$ cat src/rtl/irq_flag_pkg.sv
package irq_flag_pkg;

    typedef enum logic [1:0] {
        SEL_FLAGS  = 2'd0,
        SEL_ENABLE = 2'd1,
        SEL_CTRL   = 2'd2,
        SEL_NONE   = 2'd3
    } reg_sel_e;

    localparam logic [1:0] POL_W1C_ONLY = 2'd0;
    localparam logic [1:0] POL_ON_ACK   = 2'd1;
    localparam logic [1:0] POL_ON_DRD   = 2'd2;

endpackage

$ cat src/rtl/irq_flag_cell.sv
module irq_flag_cell
    import irq_flag_pkg::*;
#(
    parameter logic [1:0] POLICY = POL_W1C_ONLY
) (
    input  logic flag_q_i,
    input  logic event_i,
    input  logic sw_clr_i,
    input  logic ack_hit_i,
    input  logic drd_i,
    output logic flag_d_o,
    output logic pulse_d_o
);

    logic hw_clr;

    generate
        if (POLICY == POL_ON_ACK) begin : g_ack
            assign hw_clr = ack_hit_i;
        end else if (POLICY == POL_ON_DRD) begin : g_drd
            assign hw_clr = drd_i;
        end else begin : g_w1c
            assign hw_clr = 1'b0;
        end
    endgenerate

    always_comb begin
        flag_d_o  = event_i | (flag_q_i & ~(sw_clr_i | hw_clr));
        pulse_d_o = 1'b0;
        if (POLICY != POL_ON_ACK && POLICY != POL_ON_DRD) begin
            pulse_d_o = sw_clr_i & flag_q_i & ~event_i;
        end
    end

endmodule

$ cat src/rtl/irq_prio_enc.sv
module irq_prio_enc #(
    parameter int N_IN  = 8,
    parameter int IDX_W = 3
) (
    input  logic [N_IN-1:0]  req_i,
    output logic             any_o,
    output logic [IDX_W-1:0] idx_o
);

    always_comb begin
        any_o = |req_i;
        idx_o = '0;
        for (int i = N_IN - 1; i >= 0; i--) begin
            if (req_i[i]) idx_o = IDX_W'(i);
        end
    end

endmodule

$ cat src/rtl/irq_flag_bank.sv
module irq_flag_bank
    import irq_flag_pkg::*;
#(
    parameter int                 N_FLAGS    = 8,
    parameter int                 IDX_W      = (N_FLAGS > 1) ? $clog2(N_FLAGS) : 1,
    parameter logic [2*N_FLAGS-1:0] CLR_POLICY = 16'hA540
) (
    input  logic               clk_i,
    input  logic               rst_ni,
    input  logic [N_FLAGS-1:0] event_i,
    input  logic [1:0]         reg_sel_i,
    input  logic               reg_we_i,
    input  logic [N_FLAGS-1:0] reg_wdata_i,
    output logic [N_FLAGS-1:0] reg_rdata_o,
    input  logic               ack_i,
    input  logic [N_FLAGS-1:0] data_rd_i,
    output logic               irq_o,
    output logic [IDX_W-1:0]   vec_o,
    output logic [N_FLAGS-1:0] clr_pulse_o
);

    localparam logic [N_FLAGS-1:0] ONE_V = N_FLAGS'(1);

    typedef struct packed {
        logic [N_FLAGS-1:0] flags;
        logic [N_FLAGS-1:0] en;
        logic               gie;
        logic [N_FLAGS-1:0] pulse;
    } state_t;

    state_t state_d, state_q;

    reg_sel_e           sel;
    logic [N_FLAGS-1:0] pend;
    logic               pend_any;
    logic [IDX_W-1:0]   pend_idx;
    logic [N_FLAGS-1:0] sw_clr;
    logic [N_FLAGS-1:0] ack_hit;
    logic [N_FLAGS-1:0] flag_nx;
    logic [N_FLAGS-1:0] pulse_nx;

    assign sel  = reg_sel_e'(reg_sel_i);
    assign pend = state_q.flags & state_q.en;

    irq_prio_enc #(
        .N_IN  (N_FLAGS),
        .IDX_W (IDX_W)
    ) prio_i (
        .req_i (pend),
        .any_o (pend_any),
        .idx_o (pend_idx)
    );

    assign irq_o       = pend_any & state_q.gie;
    assign vec_o       = irq_o ? pend_idx : '0;
    assign clr_pulse_o = state_q.pulse;

    always_comb begin
        sw_clr  = (reg_we_i && sel == SEL_FLAGS) ? reg_wdata_i : '0;
        ack_hit = '0;
        if (ack_i && irq_o) ack_hit = ONE_V << vec_o;
    end

    generate
        for (genvar g = 0; g < N_FLAGS; g++) begin : g_cell
            irq_flag_cell #(
                .POLICY (CLR_POLICY[2*g +: 2])
            ) cell_i (
                .flag_q_i  (state_q.flags[g]),
                .event_i   (event_i[g]),
                .sw_clr_i  (sw_clr[g]),
                .ack_hit_i (ack_hit[g]),
                .drd_i     (data_rd_i[g]),
                .flag_d_o  (flag_nx[g]),
                .pulse_d_o (pulse_nx[g])
            );
        end
    endgenerate

    always_comb begin
        state_d       = state_q;
        state_d.flags = flag_nx;
        state_d.pulse = pulse_nx;
        if (reg_we_i && sel == SEL_ENABLE) state_d.en = reg_wdata_i;
        if (ack_i) begin
            state_d.gie = 1'b0;
        end else if (reg_we_i && sel == SEL_CTRL) begin
            state_d.gie = reg_wdata_i[0];
        end
    end

    always_comb begin
        unique case (sel)
            SEL_FLAGS:  reg_rdata_o = state_q.flags;
            SEL_ENABLE: reg_rdata_o = state_q.en;
            SEL_CTRL:   reg_rdata_o = {{(N_FLAGS-1){1'b0}}, state_q.gie};
            default:    reg_rdata_o = '0;
        endcase
    end

    always_ff @(posedge clk_i or negedge rst_ni) begin
        if (!rst_ni) state_q <= '0;
        else         state_q <= state_d;
    end

    // an event always leaves its flag set
    assert_event_sets_R1: assert property (@(posedge clk_i) disable iff (!rst_ni)
        (|event_i) |=> ((state_q.flags & $past(event_i)) == $past(event_i)));

    // writing zeros to the flag register never drops a pending flag
    assert_zero_write_keeps_R4: assert property (@(posedge clk_i) disable iff (!rst_ni)
        (reg_we_i && reg_sel_i == 2'd0 && reg_wdata_i == '0 && data_rd_i == '0 && !ack_i)
        |=> ((state_q.flags & $past(state_q.flags)) == $past(state_q.flags)));

    // acknowledge turns the global enable off
    assert_ack_gie_off_R5: assert property (@(posedge clk_i) disable iff (!rst_ni)
        ack_i |=> !state_q.gie);

    // the vector names the lowest pending enabled source
    assert_vec_lowest_R9: assert property (@(posedge clk_i) disable iff (!rst_ni)
        irq_o |-> (pend[vec_o] && ((pend & ((ONE_V << vec_o) - ONE_V)) == '0)));

    // a clear pulse only follows a flag-register write
    assert_pulse_after_write_R7: assert property (@(posedge clk_i) disable iff (!rst_ni)
        (|clr_pulse_o) |-> $past(reg_we_i && reg_sel_i == 2'd0));

endmodule

$ cat config.mk
export PLATFORM = sky130hd
export DESIGN_NAME = irq_flag_bank
export DESIGN_NICKNAME = d
export VERILOG_FILES = /design/src/rtl/irq_flag_pkg.sv /design/src/rtl/irq_flag_cell.sv /design/src/rtl/irq_prio_enc.sv /design/src/rtl/irq_flag_bank.sv
export SDC_FILE = /design/constraint.sdc
export NUM_CORES = 1
export LEC_CHECK = 0
export ABC_CLOCK_PERIOD_IN_PS = 1900
export BUFFER_PORTS_ARGS = -buffer_cell sky130_fd_sc_hd__clkbuf_2
export CORE_AREA = 8 8 59 61
export CTS_BUF_LIST = sky130_fd_sc_hd__clkbuf_16
export DETAILED_ROUTE_END_ITERATION = 8
export DIE_AREA = 0 0 67 69
export GPL_TIMING_DRIVEN = 0
export PLACE_DENSITY = 0.82
export SLEW_MARGIN = 40
export SYNTH_ARGS = -nofsm -noshare
export SYNTH_HDL_FRONTEND = slang
export SYNTH_SLANG_ARGS = --single-unit
$ cat constraint.sdc
create_clock -name clk_i -period 1.9 [get_ports clk_i]
set_input_delay 0.19 -clock clk_i [delete_from_list [all_inputs] [get_ports clk_i]]
set_output_delay 0.19 -clock clk_i [all_outputs]
set_load 0.005 [all_outputs]
---- Word level (Yosys, flattened, before mapping) ----
Cells that the tools add are included.
W data, S select, Z words.
storage, ports and cells
  bits of input ports ..................... 30
  output and inout port bits .............. 20
  flip-flop bits (word level) ............. 20
  logic and storage cells ................. 68
operators by class
  shift-type cells ........................ 1
  multiplexer cells ....................... 14
  reductions and logical operators ........ 7
  equal/unequal tests ..................... 2
  bitwise logic cells ..................... 40
operators by type and width
  kind                   count
  $mux W3                9
  $pmux W8 S3            1
  $and A1 B1 Y1          15
  $or A1 B1 Y1           13
  $not A1 Y1             11
  $and A8 B8 Y8          1
  $mux W8                1
  $reduce_or A8 Y1       1
  $mux W6                1
  $shl A1 B3 Y6 const A  1
  $logic_and A1 B1 Y1    4
  $eq A2 B1 Y1 const B   1
  $eq A2 B2 Y1 const B   1
  $logic_not A2 Y1       1
  $mux W1                2
  $reduce_bool A2 Y1     1

---- Longest topological paths before layout ----
  depth after elaboration ................. 16
  mapped depth ............................ 5
  depth with buffers taken out ............ 5

---- By module ----
A second synthesis with hierarchy kept.
unflattened totals
  cell total of the unflattened synthesis .. 145
  area, all modules ....................... 1,416.4 um2
by module, submodules not included
  module                                 area each (um2)  seq. area each (um2)  instances  cells an instance
  irq_flag_bank                          1,166.1          625.6                 1          100
  irq_flag_cell at g_cell[3].cell_i ...  22.5             0.0                   5          4
  irq_prio_enc                           81.3             0.0                   1          13
  irq_flag_cell at g_cell[0].cell_i ...  18.8             0.0                   3          4

---- Worst setup path before layout ----
OpenSTA, ideal clock, no wires.
  path type ............................... register to register
  from .................................... register state_q[24] (netlist name)
  to ...................................... register state_q[21] (netlist name)
  cell stages (with the launch flop) ...... 6
  setup time .............................. 124 ps
  period minus slack after synthesis ...... 1,518 ps
  data required time ...................... 1,776 ps
  path slack .............................. 382 ps
  arrival time ............................ 1,394 ps
  path buffers ............................ 0
  path through ............................ dfrtp_1 -> a22o_1 -> a221oi_2 -> nand4_1 -> o2111a_2 -> o31a_1
on the way
  cells in the longest elaborated chain, start to end .. 16
  elaborated cells between the ends (all ways) .. 19
  those cells by class .................... 1 x shift; 10 x mux; 6 x bitwise; 2 x reduce/logical
RTL lines
  what                           RTL line              RTL
  start: declaration             irq_flag_bank.sv:31   state_t state_d, state_q;
  start signal: assignment       irq_flag_bank.sv:103  else state_q <= state_d;
  $and A8 B8 Y8 (*)              irq_flag_bank.sv:43   assign pend = state_q.flags & state_q.en;
  $mux W3 (8 in a row)           irq_prio_enc.sv:14    if (req_i[i]) idx_o = IDX_W'(i);
  $mux W3 (*)                    irq_flag_bank.sv:55   assign vec_o = irq_o ? pend_idx : '0;
  net vec_o[0]                   irq_flag_bank.sv:18   output logic [IDX_W-1:0] vec_o,
  $shl A1 B3 Y6 (*)              irq_flag_bank.sv:61   if (ack_i && irq_o) ack_hit = ONE_V << vec_o;
  $mux W6 (*)                    irq_flag_bank.sv:61
  $or A1 B1 Y1 (*)               irq_flag_cell.sv:28   flag_d_o = event_i | (flag_q_i & ~(sw_clr_i | hw_clr));
  $not A1 Y1 (*)                 irq_flag_cell.sv:28
  $and A1 B1 Y1 (*)              irq_flag_cell.sv:28
  $or A1 B1 Y1 (*)               irq_flag_cell.sv:28
  net g_cell[4].cell_i.flag_d_o  irq_flag_cell.sv:11   output logic flag_d_o,
Mark *: on every way through the listed nets, which the timed path passes. The rest lies on a longest branch.
A chain may end at the register's enable or synchronous reset.

---- Worst setup path in the final report ----
  from .................................... register state_q[16] (netlist name)
  to ...................................... output port irq_o
on the way
  cells in the longest elaborated chain, start to end .. 3
RTL lines
  what              RTL line             RTL
  $and A8 B8 Y8     irq_flag_bank.sv:43
  $reduce_or A8 Y1  irq_prio_enc.sv:11   any_o = |req_i;
  $and A1 B1 Y1     irq_flag_bank.sv:54  assign irq_o = pend_any & state_q.gie;
  end: declaration  irq_flag_bank.sv:17  output logic irq_o,
No other way between the ends.

==> reports/qor.yml <==
status:
  status: "complete, no violations"
synth:
  synth-seq-cells: 20
  yosysSeqAreaShare_pct: 44.9
  synth_cell_type_count: 33
  synth_area_um2: 1110
  synth.avg_cell_area_um2: 10.2
  ys_warn_count: 0
  synthCells: 109
timing:
  setup_viol: 0
  setup_ws_ps: 60.1
  slew-limit-headroom_pct: 60.1
  worst_pin_slew_ps: 596
  fmax_ghz: 0.544
  period_needed_ps: 1840
  period_share_pct: 96.8
  fin_worst_skew_ps: 2.00
  rsz0062_at_grt: "yes"
  holdWs_ps: 112
  hold_viol_final: 0
  drv_slew: 0
critical_path:
  path_buf_inv: 1
  worstSetupPathType: "reg2out"
  cp_max_fo: 4
  slowest_stage: "dfrtp_1"
  r2r-start: "state_q[16]$_DFFE_PN0P_"
  r2r_slack_ps: 220
  cp_top_family: "compound AO/OA/AOI/OAI gates"
  rr_endpoint: "state_q[21]$_DFF_PN0_"
  ff2ff_path_depth: 5
  crit_required_ps: 1710
  arrival_ps: 1650
  cp-end-kind: "output port"
  crit_chain: "a22o_1 -> a221oi_2 -> nand4_1 -> and2_2 -> clkbuf_2"
  crit_path_start: "state_q[16]$_DFFE_PN0P_"
  start_kind: "flop"
  max_stage_delay_ps: 400
grt:
  grt_pass1_wl_mm: 4.81
  antenna_found_initial: 0
  grt_max_degree: 21
  grt-ovfl-total: 0
  groute.usage.overall_pct: 12.9
  grt_pass1_vias: 1088
drt:
  drt_pass1_iterations: 4
  num_vias: 967
  drtIter0Drc: 26
  routed_wl_mm: 2.82
  vias_per_cell: 5.17
  postRouteAntennaNets: 0
  wl_per_cell_um: 15.1
  drcViolationCount: 0
finish:
  fin_area_um2: 1450
  multi_input_area_um2: 553
  fin_nets: 188
  final_core_util_pct: 55.5
  drive_gt1_share_pct: 42.3
  antenna_cells: 0
  regArea_um2: 500
  fill_cells: 268
  syn_to_final_growth_pct: 30.2
hold_path:
  hold_end: "clr_pulse_o[0]$_DFF_PN0_"
  hp-class: "in2reg"
  whs_path_depth: 2
  hold_start: "event_i[0]"
place:
  place_ws_ps: 233
  hpwl_mm: 2.18
  numPortBuffers: 38
  placed_area_um2: 1360
  globalplace.congestion: 0.821
pwr:
  p_int_mw: 0.868
  seqPwrFrac_pct: 44.5
  p_comb_share_pct: 19.8
  power.density_nw_per_um2: 805
  p_leak_nw: 0.720
  switching_share_pct: 25.7
  power_frac_clock_pct: 35.8
  power.switching_mw: 0.300
  ir_drop_uv: 609
clock_network:
  clk_pin_slew_ps: 50
  root_buffer: "clkbuf_16"
  htree_levels: 1
  numCtsBuffers: 3
  clk_latency_ps: 250
  cts_tree: "built"
  clock_sinks: 20
  cts_max_path_buffers: 2
  cts_resized: 0
die:
  die_w_um: 67
  die_y_um: 69
  core_area_um2: 2620
  die_area_um2: 4620
  start_util_pct: 42.6
  num_rows: 19
  ios: 50
job:
  max_cap_viol_count: 0
what timing repair did:
item / 4_1_cts / 5_1_grt
setup buffers: 0 / 1
hold endpoints to repair: 20 / 0
endpoints found under the setup margin: 0 / 2
hold buffers: 1 / 0
power by group through the flow:
stage	Combinational, mW	Sequential [mW]	Clock [mW]
2_1_floorplan	0.143	0.510	0
3_3_place_gp	0.214	0.519	0
3_5_place_dp	0.222	0.525	0
4_1_cts	0.227	0.518	0.425
5_1_grt	0.256	0.526	0.445
6_report	0.231	0.519	0.418
sequential cells by signal, indices dropped and copies added (netlist names):
signal       cells
clr_pulse_o      3
state_q         17
routing by layer:
layer | track usage, % | vias to the layer above | wire [um]
li1 | - | 472 | -
met1 | 14.8 | 454 | 1180
met3 | 4.04 | 5 | 228
met2 | 21.1 | 36 | 1360
met4 | 5.81 | 0 | 47
met5 | 0 | - | 0
synthesized netlist by cell type:
cell type,n,area [um^2]
dfrtp_1,20,500
nand2_1,17,63.8
nor2_1,11,41.3
mux2i_1,9,90.1
buf_4,8,60.1
mux2_2,8,90.1
a21o_1,4,30.0
a21oi_1,3,15.0
nor3b_1,3,22.5
a31o_2,2,17.5
inv_1,2,7.51
a21boi_0,1,7.51
a221oi_1,1,8.76
a221oi_2,1,15.0
a22o_1,1,8.76
a22oi_1,1,7.51
a22oi_2,1,12.5
a32oi_1,1,8.76
a41oi_1,1,8.76
and2_2,1,7.51
and3_1,1,6.26
buf_2,1,5.00
clkbuf_1,1,3.75
conb_1,1,3.75
nand3_1,1,5.00
nand3b_1,1,7.51
nand4_1,1,6.26
nand4b_1,1,8.76
nor2b_1,1,6.26
nor3b_2,1,12.5
o2111a_2,1,12.5
o21ai_0,1,5.00
o31a_1,1,8.76
stage by stage:
step | instances | setup TNS [ps] | power [mW]
after floorplan | 113 | 0 | 0.653
after global placement | 182 | 0 | 0.733
after detailed placement | 182 | 0 | 0.747
after CTS | 186 | 0 | 1.17
after global routing | 187 | -27.4 | 1.23
final | 187 | 0 | 1.17
cells in the final DEF, fill, tap and decap left out, types with 2 or more instances in the layout:
cell	Yosys	layout
a21o_1	4	4
a21oi_1	3	3
a31o_2	2	2
buf_4	8	9
clkbuf_16	0	3
clkbuf_2	0	38
conb_1	1	5
dfrtp_1	20	20
inv_1	2	2
mux2_2	8	8
mux2i_1	9	9
nand2_1	17	17
nor2_1	11	11
nor3b_1	3	3
cell type report:
class,instances,area share [%]
buffer,10,4.74
timing repair buffer,40,14.3
inverter,2,0.517
clock buffer,3,5.17
multi-input combinational,81,38.1
sequential,20,34.5
tap,31,2.67
cells by family (layout without fill, tap and decap cells):
group	Yosys count	in the layout	share of synthesized area, %
AOI/OAI and AO/OA	20	20	14.9
buffers and inverters	12	55	6.85
DFF	20	20	44.9
muxes	17	17	16.2
other	1	5	0.336
and+or+nand+nor	39	39	16.8
worst max path at each step:
stage                     cells after the start  slack, ps               endpoint
after floorplan                               5        380  state_q[21]$_DFF_PN0_
after global placement                        5        300  state_q[21]$_DFF_PN0_
after detailed placement                      5        230  state_q[21]$_DFF_PN0_
after CTS                                     5         40               vec_o[0]
after global routing                          5        -10                  irq_o
final                                         5         60                  irq_o
No activity file was read; power rests on OpenSTA's default activity.
